File: src/rtl/gcd_engine_pkg.sv
package gcd_engine_pkg;

  // Strobes from control to datapath
  typedef struct packed {
    logic load;
    logic swap;
    logic sub;
  } dpCtrl_t;

  typedef enum logic [1:0] {
    ST_IDLE = 2'd0,
    ST_CALC = 2'd1,
    ST_DONE = 2'd2
  } ctrlState_t;

endpackage

File: src/rtl/gcd_engine_dpath.sv
module gcd_engine_dpath
  import gcd_engine_pkg::*;
#(
  parameter int WIDTH = 16
) (
  input  logic             clk,
  input  dpCtrl_t          ctrl,
  input  logic [WIDTH-1:0] inA,
  input  logic [WIDTH-1:0] inB,
  output logic             aLtB,
  output logic             bZero,
  output logic [WIDTH-1:0] valA
);

  logic [WIDTH-1:0] regA;
  logic [WIDTH-1:0] regB;
  logic [WIDTH-1:0] diff;

  assign aLtB  = regA < regB;
  assign bZero = regB == '0;
  assign diff  = regA - regB;
  assign valA  = regA;

  always_ff @(posedge clk) begin
    if (ctrl.load) begin
      regA <= inA;
      regB <= inB;
    end else if (ctrl.swap) begin
      regA <= regB;
      regB <= regA;
    end else if (ctrl.sub) begin
      regA <= diff;
    end
  end

endmodule

File: src/rtl/gcd_engine_ctrl.sv
module gcd_engine_ctrl
  import gcd_engine_pkg::*;
(
  input  logic    clk,
  input  logic    rst,
  input  logic    opValid,
  output logic    opReady,
  output logic    resValid,
  input  logic    resReady,
  input  logic    aLtB,
  input  logic    bZero,
  output dpCtrl_t ctrl
);

  ctrlState_t state;
  ctrlState_t stateNext;

  assign opReady  = state == ST_IDLE;
  assign resValid = state == ST_DONE;

  always_comb begin
    ctrl      = '0;
    stateNext = state;
    unique case (state)
      ST_IDLE: begin
        if (opValid) begin
          ctrl.load = 1'b1;
          stateNext = ST_CALC;
        end
      end
      ST_CALC: begin
        if (aLtB) begin
          ctrl.swap = 1'b1;
        end else if (!bZero) begin
          ctrl.sub = 1'b1;
        end else begin
          stateNext = ST_DONE;
        end
      end
      ST_DONE: begin
        if (resReady) stateNext = ST_IDLE;
      end
      default: stateNext = ST_IDLE;
    endcase
  end

  always_ff @(posedge clk) begin
    if (rst) state <= ST_IDLE;
    else     state <= stateNext;
  end

endmodule

File: src/rtl/gcd_engine.sv
module gcd_engine
  import gcd_engine_pkg::*;
#(
  parameter int WIDTH = 16
) (
  input  logic             clk,
  input  logic             rst,
  input  logic             opValid,
  output logic             opReady,
  input  logic [WIDTH-1:0] opA,
  input  logic [WIDTH-1:0] opB,
  output logic             resValid,
  input  logic             resReady,
  output logic [WIDTH-1:0] resData
);

  dpCtrl_t ctrl;
  logic    aLtB;
  logic    bZero;

  gcd_engine_ctrl u_ctrl (
    .clk      (clk),
    .rst      (rst),
    .opValid  (opValid),
    .opReady  (opReady),
    .resValid (resValid),
    .resReady (resReady),
    .aLtB     (aLtB),
    .bZero    (bZero),
    .ctrl     (ctrl)
  );

  gcd_engine_dpath #(.WIDTH(WIDTH)) u_dpath (
    .clk   (clk),
    .ctrl  (ctrl),
    .inA   (opA),
    .inB   (opB),
    .aLtB  (aLtB),
    .bZero (bZero),
    .valA  (resData)
  );

endmodule

File: config.mk
export PLATFORM = sky130hd
export DESIGN_NAME = gcd_engine
export DESIGN_NICKNAME = d
export VERILOG_FILES = /design/src/rtl/gcd_engine_pkg.sv /design/src/rtl/gcd_engine_dpath.sv /design/src/rtl/gcd_engine_ctrl.sv /design/src/rtl/gcd_engine.sv
export SDC_FILE = /design/constraint.sdc
export NUM_CORES = 1
export LEC_CHECK = 0
export BUFFER_PORTS_ARGS = -buffer_cell sky130_fd_sc_hd__buf_4
export CORE_AREA = 2 2 83 85
export DETAILED_ROUTE_END_ITERATION = 16
export DIE_AREA = 0 0 85 87
export GPL_ROUTABILITY_DRIVEN = 0
export PLACE_DENSITY = 0.64
export REMOVE_ABC_BUFFERS = 1
export SYNTH_ARGS = -nofsm -noshare
export SYNTH_HDL_FRONTEND = slang
export SYNTH_SLANG_ARGS = --single-unit
export TNS_END_PERCENT = 5
File: constraint.sdc
create_clock -name clk -period 5.7 [get_ports clk]
set_input_delay 1.425 -clock clk [delete_from_list [all_inputs] [get_ports clk]]
set_output_delay 1.425 -clock clk [all_outputs]
set_load 0.02 [all_outputs]
# [Word-level counts from Yosys, hierarchy flattened]
# Cells that the tools add are included.
[totals] out_inout_bits=18 inputBits=36 register_bits=34 elab_cells=32
[op_classes] eq_ne=6 order_cmp=1 n_reduce_logical=5 addsub=1 mux=16
[ops] cell="2-to-1 mux 16 bit" n=5
[ops] cell="zero test 16 bit" n=1
[ops] cell="less-than comparator 16 bit" n=1
[ops] cell="subtractor 16 bit" n=1
[ops] cell="2-to-1 mux 2 bit" n=5
[ops] cell="one-hot mux 2 bit (3 select lines)" n=1
[ops] cell="2-to-1 mux 1 bit" n=5
[ops] cell="!= test 2 x 1 -> 1 bit, second input constant" n=2
[ops] cell="!= test 2 bit, second input constant" n=2
[ops] cell="AND reduction 4 bit" n=1
[ops] cell="nonzero test 3 bit" n=1
[ops] cell="== test 2 x 1 -> 1 bit, second input constant" n=1
[ops] cell="== test 2 bit, second input constant" n=1
[ops] cell="zero test 2 bit" n=1
[ops] cell="nonzero test 2 bit" n=1

# [Logic depth before layout (Yosys ltp)]
[logic_depth] ltp_word=7 ltp_mapped=11 mapped_depth_nobuf=10

# [Hierarchy]
# Synthesis repeated with hierarchy kept, for this count alone.
[unflattened] hier_cells=235 hier_area_um2=2439.8
[by_module_without_submodules] module="gcd_engine_dpath" n_inst=1 area_per_inst_um2=2317.2 seq_area_each_um2=960.9 cells_per_inst=222
[by_module_without_submodules] module="gcd_engine_ctrl" n_inst=1 area_per_inst_um2=122.6 seq_area_each_um2=40.0 cells_per_inst=13

# [Worst setup path after synthesis]
# OpenSTA, ideal clock, no wires.
[synth_path] path_kind="register to register" startpoint="reg u_dpath.regA[0], in the netlist u_dpath.valA[0]" endpoint="reg u_dpath.regA[10], in the netlist u_dpath.valA[10], data pin" setup_slack_ns=2.977 path_stages_with_launch=11 setup_ns=0.281 t_arrival_ns=2.442 required_time_ns=5.419 synth_period_minus_slack_ns=2.723 path_buffers=0 cell_sequence="edfxtp_1 -> inv_1 -> ha_1 -> inv_1 -> fa_1 -> nand3_1 -> a21oi_1 -> o21a_1 -> or2_2 -> nand2_1 -> o21ai_0"
[synth_between] elab_chain_len=5
[synth_lines] element="from (decl)" line="gcd_engine_dpath.sv:15" source="logic [WIDTH-1:0] regA;"
[synth_lines] element="from (signal assigned)" line="gcd_engine_dpath.sv:26" source="regA <= inA;"
[synth_lines] element="from (signal assigned)" line="gcd_engine_dpath.sv:29" source="regA <= regB;"
[synth_lines] element="from (signal assigned)" line="gcd_engine_dpath.sv:32" source="regA <= diff;"
[synth_lines] element="less-than comparator 16 bit" line="gcd_engine_dpath.sv:19" source="assign aLtB = regA < regB;"
[synth_lines] element="2-to-1 mux 1 bit" line="gcd_engine_ctrl.sv:32" source="if (aLtB) begin"
[synth_lines] element="2-to-1 mux 2 bit" line="gcd_engine_ctrl.sv:24" source="unique case (state)"
[synth_lines] element="2-to-1 mux 16 bit (*)" line="gcd_engine_dpath.sv:28" source="end else if (ctrl.swap) begin"
[synth_lines] element="2-to-1 mux 16 bit (*)" line="gcd_engine_dpath.sv:25" source="if (ctrl.load) begin"
# Mark *: on every way between the ends. The rest lies on a longest branch, timed or not. The select of a mux whose other input is x is not followed.
# A chain may end at the register's enable or synchronous reset.

# [Worst setup path in the final report]
[layout_path] startpoint="reg u_dpath.regA[0], in the netlist u_dpath.valA[0]" endpoint="reg u_dpath.regA[9], in the netlist u_dpath.valA[9], data pin"
# Same word-level chain as after synthesis.

==> results.py <==
metrics = {
    "outcome": {
        "run_status": "finished clean",
    },
    "sta": {
        "tightest_slew_ps": 845,
        "max-slew-margin-rel_pct": 43.6,
        "fin_crit_sh_pct": 55.1,
        "min_period_ps": 3140,
        "setup_violations": 0,
        "max_freq_ghz": 0.318,
        "worst_slack_ps": 2560,
        "setup_tns_ps": 0,
        "fin_worst_skew_ps": 7.28,
        "hold_ws_ps": 516,
        "hold_violations": 0,
        "rsz0062_at_grt": "false",
        "drv_slew": 0,
    },
    "global_routing": {
        "grt.total_usage_pct": 18.2,
        "grt_overflow": 0,
        "antenna_found_initial": 0,
        "grt_max_degree": 39,
        "grt_pass1_wl_um": 10600,
        "grt_pass1_vias": 2235,
    },
    "die": {
        "die_x_um": 85,
        "start_util_pct": 38.2,
        "die_h_um": 87,
        "ios": 54,
        "rows": 30,
        "coreArea_mm2": 0.00657,
        "die-area_mm2": 0.00740,
    },
    "layout": {
        "fillers": 665,
        "num_antenna_cells": 0,
        "multi_input_area_mm2": 0.00138,
        "final_common_cell": "nand2_1",
        "seq_area_mm2": 0.00100,
        "layout_common_cells": "nand2_1 (75), buf_4 (56), edfxtp_1 (32)",
        "fin_nets": 405,
        "final_layout_size_suffix_gt1_share_pct": 18.1,
        "stdcell_area_mm2": 0.00306,
        "area_growth_pct": 21.9,
    },
    "clocking": {
        "htree_levels": 2,
        "cts.sinks": 34,
        "post_cts_buffers": 0,
        "cts_tree": "built",
        "cts-buffers-inserted": 5,
        "cts_root_buf": "clkbuf_8",
        "path_clk_slew_ps": 70,
        "insertion_delay_ps": 290,
        "max-clock-path-buffers": 2,
        "cts_hold_buf": 0,
        "ctsResizeCount": 0,
    },
    "setup_path": {
        "cp-end-kind": "flip-flop",
        "required_ps": 5710,
        "path_class": "reg2reg",
        "rrSetupSlack_ps": 2560,
        "regToRegStartpoint": "u_dpath.valA[0]",
        "cp_max_fo": 19,
        "r2r-end": "u_dpath.valA[9]",
        "arrival_ps": 3150,
        "r2r_cells": 10,
        "cp-endpoint": "u_dpath.valA[9]",
        "worstSetupStartpointType": "flip-flop",
        "startpoint": "u_dpath.valA[0]",
    },
    "drt": {
        "drt-initial-drc-count": 105,
        "dr_total_vias": 2279,
        "drc": 0,
        "vias_per_cell": 5.26,
        "dr.pass1.iters": 4,
        "routed_wl_um": 6300,
        "postRouteAntennaNets": 0,
        "wl_per_cell_um": 14.6,
    },
    "logic_synthesis": {
        "post_synth.cell_area_avg_um2": 8.33,
        "yosysWarnings": 0,
        "ys_types": 44,
        "syn_area_mm2": 0.00251,
        "synth_seq_cells": 34,
        "async_flop_share_pct": 0,
        "synth_edf_count": 32,
        "ys_seq_area_share_pct": 39.9,
        "synthCells": 301,
        "ys.flop_type": "edfxtp_1",
    },
    "min_path": {
        "hold-path-cell-count": 2,
        "worstHoldPathType": "reg2reg",
    },
    "placement": {
        "dp_slack_ps": 2500,
        "dpl.hpwl_um": 4530,
        "placed_area_mm2": 0.00298,
        "io_buffers": 53,
    },
    "job": {
        "maxCapViolCount": 0,
    },
}
[metrics by stage]
stage               util [%]  std cells
global placement        45.3        425
finish                  46.5        433
floorplan                  -        289
global route            46.5        433
detailed placement      45.3        425
CTS                     46.5        433
[routing by layer]
layer	wire length [um]	global-route usage [%]	share of wire, %
met2	2900	30.7	46
met4	101	6.20	1.6
met3	430	3.89	6.8
met5	0	0	0
met1	2870	23.2	45
[synthesized netlist by cell type, types with 4 or more instances]
cell / n / area (um^2)
or3_1: 4 / 25.0
ha_1: 16 / 200
nor4_1: 5 / 31.3
nand2b_1: 5 / 31.3
edfxtp_1: 32 / 961
a31oi_1: 8 / 50.1
o21ai_0: 20 / 100
inv_1: 20 / 75.1
nand4_1: 4 / 25.0
nand2_1: 75 / 282
o211ai_1: 5 / 37.5
nor2_1: 18 / 67.6
a21oi_1: 21 / 105
nand3_1: 6 / 30.0
xnor2_1: 6 / 52.6
clkbuf_1: 6 / 22.5
[final cells by class]
cell class	instances	area share, %
multi-input cells	235	45.1
flip-flops and latches	34	32.8
repair buffers	56	13.8
well taps	80	3.28
clock buffers	8	2.62
inverters	20	2.46
[kinds of logic after synthesis]
group	Yosys count	share of synthesized area, %
multiplexers	2	0.799
flip-flops	34	39.9
AO/OA/AOI/OAI	76	18.7
AND/OR/NAND/NOR	131	23.6
buffers and inverters	32	5.04
adder cells (fa/ha/maj)	17	8.79
XOR/XNOR	9	3.15
[worst max-delay path: stages, from the launching register on]
cell      delay, ps
edfxtp_1        380
inv_1            80
ha_1            160
inv_1            50
fa_1            420
nand3_1         110
a21oi_1          80
o21a_1          230
or2_2           430
nand2_1         680
o21ai_0         210
[state kept, by name (all words and copies together), names as in the netlist]
| name | flops |
|---|---|
| u_ctrl.state | 2 |
| u_dpath.regB | 16 |
| u_dpath.valA | 16 |
[worst min path at each step]
stage,to,startpoint
global route,u_ctrl.state[1],u_ctrl.state[1]
global placement,u_ctrl.state[1],u_ctrl.state[1]
finish,u_ctrl.state[1],u_ctrl.state[1]
CTS,u_ctrl.state[1],u_ctrl.state[1]
floorplan,u_ctrl.state[1],u_ctrl.state[1]
detailed placement,u_ctrl.state[1],u_ctrl.state[1]
Power is left out: the tool's default activity adds up to more than one toggle a clock period on the data nets, which glitch-free logic cannot reach.
